===== src/rtl/mdchop_pkg.sv =====
package mdchop_pkg;

    typedef enum logic [2:0] {
        PH_IDLE,
        PH_GAP,
        PH_DRIVE,
        PH_FAST,
        PH_DEAD,
        PH_SLOW
    } phase_e;

    typedef struct packed {
        logic hi_a;
        logic lo_a;
        logic hi_b;
        logic lo_b;
    } gate_t;

    localparam gate_t GATES_OFF = '0;

    // Diagonal pair: fwd=1 -> high A with low B, fwd=0 -> high B with low A
    function automatic gate_t diag_pair(input logic fwd);
        gate_t g;
        g.hi_a = fwd;
        g.lo_b = fwd;
        g.hi_b = !fwd;
        g.lo_a = !fwd;
        return g;
    endfunction

    function automatic gate_t low_pair();
        gate_t g;
        g = GATES_OFF;
        g.lo_a = 1'b1;
        g.lo_b = 1'b1;
        return g;
    endfunction

    function automatic int fast_share(input int off_cyc, input int permille);
        return (off_cyc * permille) / 1000;
    endfunction

    function automatic int max3(input int a, input int b, input int c);
        int m;
        m = (a > b) ? a : b;
        return (m > c) ? m : c;
    endfunction

endpackage


===== src/rtl/mdchop_timer.sv =====
module mdchop_timer #(
    parameter int W = 12
) (
    input  logic         clk,
    input  logic         rst,
    input  logic         load,
    input  logic [W-1:0] load_val,
    output logic         expired
);

    logic [W-1:0] cnt;

    always_ff @(posedge clk) begin
        if (rst) begin
            cnt <= '0;
        end else if (load) begin
            cnt <= load_val;
        end else if (cnt != '0) begin
            cnt <= cnt - W'(1);
        end
    end

    assign expired = (cnt == '0);

    // once the window has run out it stays out until reloaded
    p_hold_expired_r3: assert property (@(posedge clk) disable iff (rst)
        (expired && !load) |=> expired);

endmodule


===== src/rtl/mdchop_gate_map.sv =====
module mdchop_gate_map
    import mdchop_pkg::*;
(
    input  phase_e ph,
    input  logic   fwd,
    input  logic   sr_cut,
    output gate_t  g
);

    always_comb begin
        unique case (ph)
            PH_DRIVE: g = diag_pair(fwd);
            PH_FAST:  g = sr_cut ? GATES_OFF : diag_pair(!fwd);
            PH_SLOW:  g = sr_cut ? GATES_OFF : low_pair();
            default:  g = GATES_OFF;
        endcase
    end

endmodule


===== src/rtl/mixed_decay_chopper.sv =====
module mixed_decay_chopper
    import mdchop_pkg::*;
#(
    parameter int OFF_LONG_CYC  = 3750,
    parameter int OFF_SHORT_CYC = 1013,
    parameter bit SHORT_OFF     = 1'b0,
    parameter int FAST_PERMILLE = 301,
    parameter int DEAD_CYC      = 75,
    parameter int BLANK_CYC     = 125,
    parameter int GAP_CYC       = 54
) (
    input  logic clk,
    input  logic rst,
    input  logic en,
    input  logic dir,
    input  logic trip,
    input  logic zero_cur,
    output logic hs_a,
    output logic ls_a,
    output logic hs_b,
    output logic ls_b
);

    localparam int OFF_CYC  = SHORT_OFF ? OFF_SHORT_CYC : OFF_LONG_CYC;
    localparam int FAST_CYC = fast_share(OFF_CYC, FAST_PERMILLE);
    localparam int SLOW_CYC = OFF_CYC - FAST_CYC - DEAD_CYC;
    localparam int CW       = $clog2(max3(OFF_CYC, BLANK_CYC, GAP_CYC) + 1);

    phase_e        st, nxt;
    logic          dir_q, dir_d;
    logic          zc_q, zc_d;
    logic          ld;
    logic [CW-1:0] ld_val;
    logic          tmr_done;
    logic          active;
    logic          decay;
    gate_t         g;

    assign active = (st == PH_DRIVE) || (st == PH_FAST) ||
                    (st == PH_DEAD)  || (st == PH_SLOW);
    assign decay  = (st == PH_FAST) || (st == PH_DEAD) || (st == PH_SLOW);

    always_comb begin
        nxt = st;
        if (!en) begin
            nxt = PH_IDLE;
        end else if (active && (dir != dir_q)) begin
            nxt = PH_GAP;
        end else begin
            unique case (st)
                PH_IDLE:  nxt = PH_GAP;
                PH_GAP:   if (tmr_done) nxt = PH_DRIVE;
                PH_DRIVE: if (tmr_done && trip) nxt = PH_FAST;
                PH_FAST:  if (tmr_done) nxt = PH_DEAD;
                PH_DEAD:  if (tmr_done) nxt = PH_SLOW;
                PH_SLOW:  if (tmr_done) nxt = PH_DRIVE;
                default:  nxt = PH_IDLE;
            endcase
        end
    end

    always_comb begin
        ld     = (nxt != st);
        ld_val = '0;
        unique case (nxt)
            PH_GAP:   ld_val = CW'(GAP_CYC - 1);
            PH_DRIVE: ld_val = CW'(BLANK_CYC);
            PH_FAST:  ld_val = CW'(FAST_CYC - 1);
            PH_DEAD:  ld_val = CW'(DEAD_CYC - 1);
            PH_SLOW:  ld_val = CW'(SLOW_CYC - 1);
            default:  ld_val = '0;
        endcase
    end

    always_comb begin
        dir_d = dir_q;
        zc_d  = zc_q;
        if ((nxt == PH_DRIVE) && (st != PH_DRIVE)) begin
            dir_d = dir;
            zc_d  = 1'b0;
        end else if (decay && zero_cur) begin
            zc_d  = 1'b1;
        end
    end

    always_ff @(posedge clk) begin
        if (rst) begin
            st    <= PH_IDLE;
            dir_q <= 1'b0;
            zc_q  <= 1'b0;
        end else begin
            st    <= nxt;
            dir_q <= dir_d;
            zc_q  <= zc_d;
        end
    end

    mdchop_timer #(.W(CW)) u_timer (
        .clk      (clk),
        .rst      (rst),
        .load     (ld),
        .load_val (ld_val),
        .expired  (tmr_done)
    );

    mdchop_gate_map u_map (
        .ph     (st),
        .fwd    (dir_q),
        .sr_cut (zc_q),
        .g      (g)
    );

    assign hs_a = g.hi_a;
    assign ls_a = g.lo_a;
    assign hs_b = g.hi_b;
    assign ls_b = g.lo_b;

    // no leg ever has both switches on
    p_leg_excl_r11: assert property (@(posedge clk) disable iff (rst)
        !(hs_a && ls_a) && !(hs_b && ls_b));

    // low-side pair never follows a high-side switch directly
    p_dead_gap_r5: assert property (@(posedge clk) disable iff (rst)
        (ls_a && ls_b) |-> !($past(hs_a) || $past(hs_b)));

    // enable low releases every switch on the next cycle
    p_disable_off_r9: assert property (@(posedge clk) disable iff (rst)
        !en |=> (!hs_a && !ls_a && !hs_b && !ls_b));

    // direction change while active releases every switch
    p_redir_off_r10: assert property (@(posedge clk) disable iff (rst)
        (en && active && (dir != dir_q)) |=> (!hs_a && !ls_a && !hs_b && !ls_b));

    // zero current during decay cuts rectification unless a new on phase begins
    p_zero_cut_r8: assert property (@(posedge clk) disable iff (rst)
        (decay && zero_cur) |=> ((!hs_a && !ls_a && !hs_b && !ls_b) || (st == PH_DRIVE)));

    // inside the blanking window the on phase is held
    p_blank_hold_r3: assert property (@(posedge clk) disable iff (rst)
        ((st == PH_DRIVE) && en && (dir == dir_q) && !tmr_done) |=> (st == PH_DRIVE));

endmodule


===== config.mk =====
export PLATFORM = sky130hd
export DESIGN_NAME = mixed_decay_chopper
export DESIGN_NICKNAME = d
export VERILOG_FILES = /design/src/rtl/mdchop_pkg.sv /design/src/rtl/mdchop_timer.sv /design/src/rtl/mdchop_gate_map.sv /design/src/rtl/mixed_decay_chopper.sv
export SDC_FILE = /design/constraint.sdc
export NUM_CORES = 1
export LEC_CHECK = 0
export BUFFER_PORTS_ARGS = -buffer_cell sky130_fd_sc_hd__buf_2
export CORE_AREA = 2 2 59 61
export DETAILED_ROUTE_END_ITERATION = 10
export DIE_AREA = 0 0 61 63
export GPL_TIMING_DRIVEN = 0
export MAX_ROUTING_LAYER = met4
export PLACE_DENSITY = 0.58
export SLEW_MARGIN = 40
export SYNTH_ARGS = -nofsm -noshare
export SYNTH_HDL_FRONTEND = slang
export SYNTH_SLANG_ARGS = --single-unit
export TNS_END_PERCENT = 1

===== constraint.sdc =====
create_clock -name clk -period 2.6 [get_ports clk]
set_clock_uncertainty 0.1 [all_clocks]
set_input_delay 0.52 -clock clk [delete_from_list [all_inputs] [get_ports clk]]
set_output_delay 0.52 -clock clk [all_outputs]
set_load 0.05 [all_outputs]

==> impl_metrics.tcl <==
set metrics [dict create \
    status "completed" \
    cts_root_buf "clkbuf_4" \
    post_dp_cell_area_um2 1430 \
    fmax_mhz 406 \
    pwr-share-comb_pct 64.3 \
    htree_num_levels 1 \
    path_delay_family "simple AND/OR/NAND/NOR gates" \
    synth_seq_area_share_pct 25.4 \
    path_class "reg -> out" \
    cts.sinks 17 \
    synthFlopType "dfxtp_1" \
    path_buf_inv 2 \
    cts.clk_slew.worst_paths_ns 0.12 \
    cts_buffer_depth 2 \
    period_share_pct 94.7 \
    cp.depth 5 \
    syn_area_per_cell_um2 8.42 \
    dieWidth_um 61 \
    drive_above_1_share_pct 17.2 \
    netSwitchingFraction_pct 51.0 \
    cell_internal_pwr_uw 866 \
    clock_latency_ns 0.30 \
    pre_cts_slack_ns 0.0245 \
    numPortBuffers 7 \
    globalRouteOverflowTotal 0 \
    ys_types 56 \
    grt_pass1_vias 1251 \
    ios 10 \
    num_rows 21 \
    initial_core_util_pct 41.4 \
    core_area_um2 3230 \
    worst_setup_path_end_kind "output port" \
    antenna_found_initial 0 \
    r2r.worst_path.cells 7 \
    viasPerCell 5.93 \
    grt_usage_pct 20.5 \
    p_total_uw 1770 \
    p_clk_share_pct 9.0 \
    cp_slowest_cell "dfxtp_1" \
    crit_required_ns 1.98 \
    final_nets 178 \
    hpwl_um 2640 \
    yosysWarnings 0 \
    layout_common_cells "17 x dfxtp_1, 12 x nor2_1, 10 x buf_2, 9 x nand2_1" \
    p_leak_uw 0.000608 \
    crit_top_cell "buf_2" \
    crit_start "st[2]" \
    tns_ns 0 \
    worst-r2r-setup-slack_ns 0.16 \
    slew_headroom_pct 56.7 \
    final_core_util_pct 45.6 \
    seqPwrFrac_pct 26.6 \
    tightest_slew_ns 0.649 \
    die_h_um 63 \
    design_area_um2 1470 \
    fin_ws_ns 0.139 \
    place.gp.congestion 0.922 \
    peakVddDrop_mv 0.664 \
    timing.rr.start "u_timer.cnt[0]" \
    drtIter0Drc 68 \
    hold_viol 0 \
    grt_max_degree 12 \
    syn2layout_area_growth_pct 10.0 \
    drc_errors 0 \
    cts_tree "done" \
    worstReg2RegEnd "u_timer.cnt[4]" \
    critPathLaunchType "register" \
    synth_edf_count 0 \
    finalSetupViolCount 0 \
    finalWirelength_um 3470 \
    arrival_ns 1.84 \
    dieArea_um2 3840 \
    cp_max_fo 10 \
    min_path_type "in -> reg" \
    netlist_area_um2 1340 \
    fillers 337 \
    final_antenna_net_count 0 \
    slowest_delay_ns 0.35 \
    pwr_density_cell_nw_per_um2 1200 \
    fin_crit_ns 2.46 \
    avgRoutedWirePerCell_um 16.1 \
    path_cells "buf_2, nand2b_1, nor2_1, a22o_1, buf_2" \
    final_common_cell "dfxtp_1" \
    cp-endpoint "ls_b" \
    max_cap_violations 0 \
    cts_setup_buffers 0 \
    report.final.slew_viol_count 0 \
    synth_seq_cells 17 \
    grt_pass1_wl_um 6000 \
    cts_made_buffers 3 \
    firstDrtPassIters 4 \
    diodes 0 \
    syn_inst 159 \
    vias 1276 \
    p_sw_uw 903 \
    synthesis.nets 167 \
    async_flop_share_pct 0 \
]
==> Yosys cell counts (2+ instances only) <==
| library cell | n | area share [%] |
|---|---|---|
| dfxtp_1 | 17 | 25 |
| nor2_1 | 12 | 3.4 |
| nand2_1 | 9 | 2.5 |
| a21oi_1 | 8 | 3.0 |
| xor2_1 | 8 | 5.2 |
| a311oi_1 | 6 | 3.9 |
| inv_1 | 6 | 1.7 |
| nand3_1 | 6 | 2.2 |
| nor3_1 | 6 | 2.2 |
| o21ai_0 | 6 | 2.2 |
| a21o_1 | 5 | 2.8 |
| xnor2_1 | 5 | 3.3 |
| nand2b_1 | 4 | 1.9 |
| buf_2 | 3 | 1.1 |
| clkbuf_1 | 3 | 0.84 |
| mux2i_1 | 3 | 2.2 |
| nor4_1 | 3 | 1.4 |
| a211oi_1 | 2 | 1.1 |
| a221oi_1 | 2 | 1.3 |
| a22o_1 | 2 | 1.3 |
| and2_1 | 2 | 0.93 |
| and3_1 | 2 | 0.93 |
| ha_1 | 2 | 1.9 |
| nand4_1 | 2 | 0.93 |
| nor3b_1 | 2 | 1.1 |
| nor4_4 | 2 | 3.2 |
| or3_1 | 2 | 0.93 |
==> flip-flops by register name, summed over array words and instances, names as in the netlist <==
register	cells
u_timer.cnt	12
zc_q	1
dir_q	1
st	3
==> routing by layer <==
metal | track usage (%) | vias up | wire (um)
met5 | - | - | 0
met4 | 3.26 | 0 | 32
met3 | 3.93 | 4 | 175
met2 | 30.6 | 40 | 1620
met1 | 29.3 | 605 | 1640
li1 | - | 627 | -
==> worst register-to-register path, cell delays in order, from the launching register on <==
cell      delay (ns)
dfxtp_1         0.37
inv_1           0.10
ha_1            0.19
nor4bb_1        0.49
a311oi_1        0.21
a221oi_2        0.55
nand2_1         0.12
a31o_1          0.23
==> area by class of cell <==
type                    instances  area [um^2]  share of cell area [%]
clock buffers                   3         22.5                    1.53
flip-flops and latches         17          340                    23.1
multi-input cells             128          953                    64.7
well taps                      46         57.6                    3.91
plain buffers                   7         33.8                    2.29
inverters                       6         22.5                    1.53
repair buffers                  7         35.0                    2.38
clock inverters                 1         7.51                   0.510
==> per-stage QoR <==
stage | instances | hold WS [ns]
final | 215 | 0.398
after detailed placement | 212 | 0.412
after global placement | 212 | 0.407
after CTS | 216 | 0.392
after floorplan | 159 | 0.384
after global routing | 215 | 0.404
==> cells by family (layout without fill, tap and decap cells) <==
group                    after synthesis  count (layout)  synth area share (%)
AO/OA/AOI/OAI                         46              46                  27.2
XOR/XNOR                              13              13                  8.50
adder cells (fa/ha/maj)                2               2                  1.87
buffers and inverters                 14              24                  4.49
flip-flops                            17              17                  25.4
multiplexers                           4               4                  3.08
AND/OR/NAND/NOR                       63              63                  29.4
==> power groups by stage <==
stage	Combinational, uW	Sequential, uW	Clock [uW]
CTS	1130	454	169
finish	1140	471	160
global route	1250	484	179
floorplan	897	437	0
detailed placement	1120	459	0
global placement	1100	454	0
==> repair_timing <==
| action | CTS | global route |
|---|---|---|
| gates resized for setup | 1 | 2 |
| setup endpoints to repair | 1 | 9 |
| hold buffers | 0 | 0 |
| gates cloned | 0 | 0 |
==> worst min path at each step <==
stage,from,slack [ns],endpoint,cells past startpoint
floorplan,zc_q,0.38,zc_q,2
global placement,zc_q,0.41,zc_q,2
detailed placement,zc_q,0.41,zc_q,2
CTS,dir,0.39,dir_q,3
global route,zero_cur,0.40,zc_q,3
finish,dir,0.40,dir_q,3
Power figures use the tool's default switching activity.
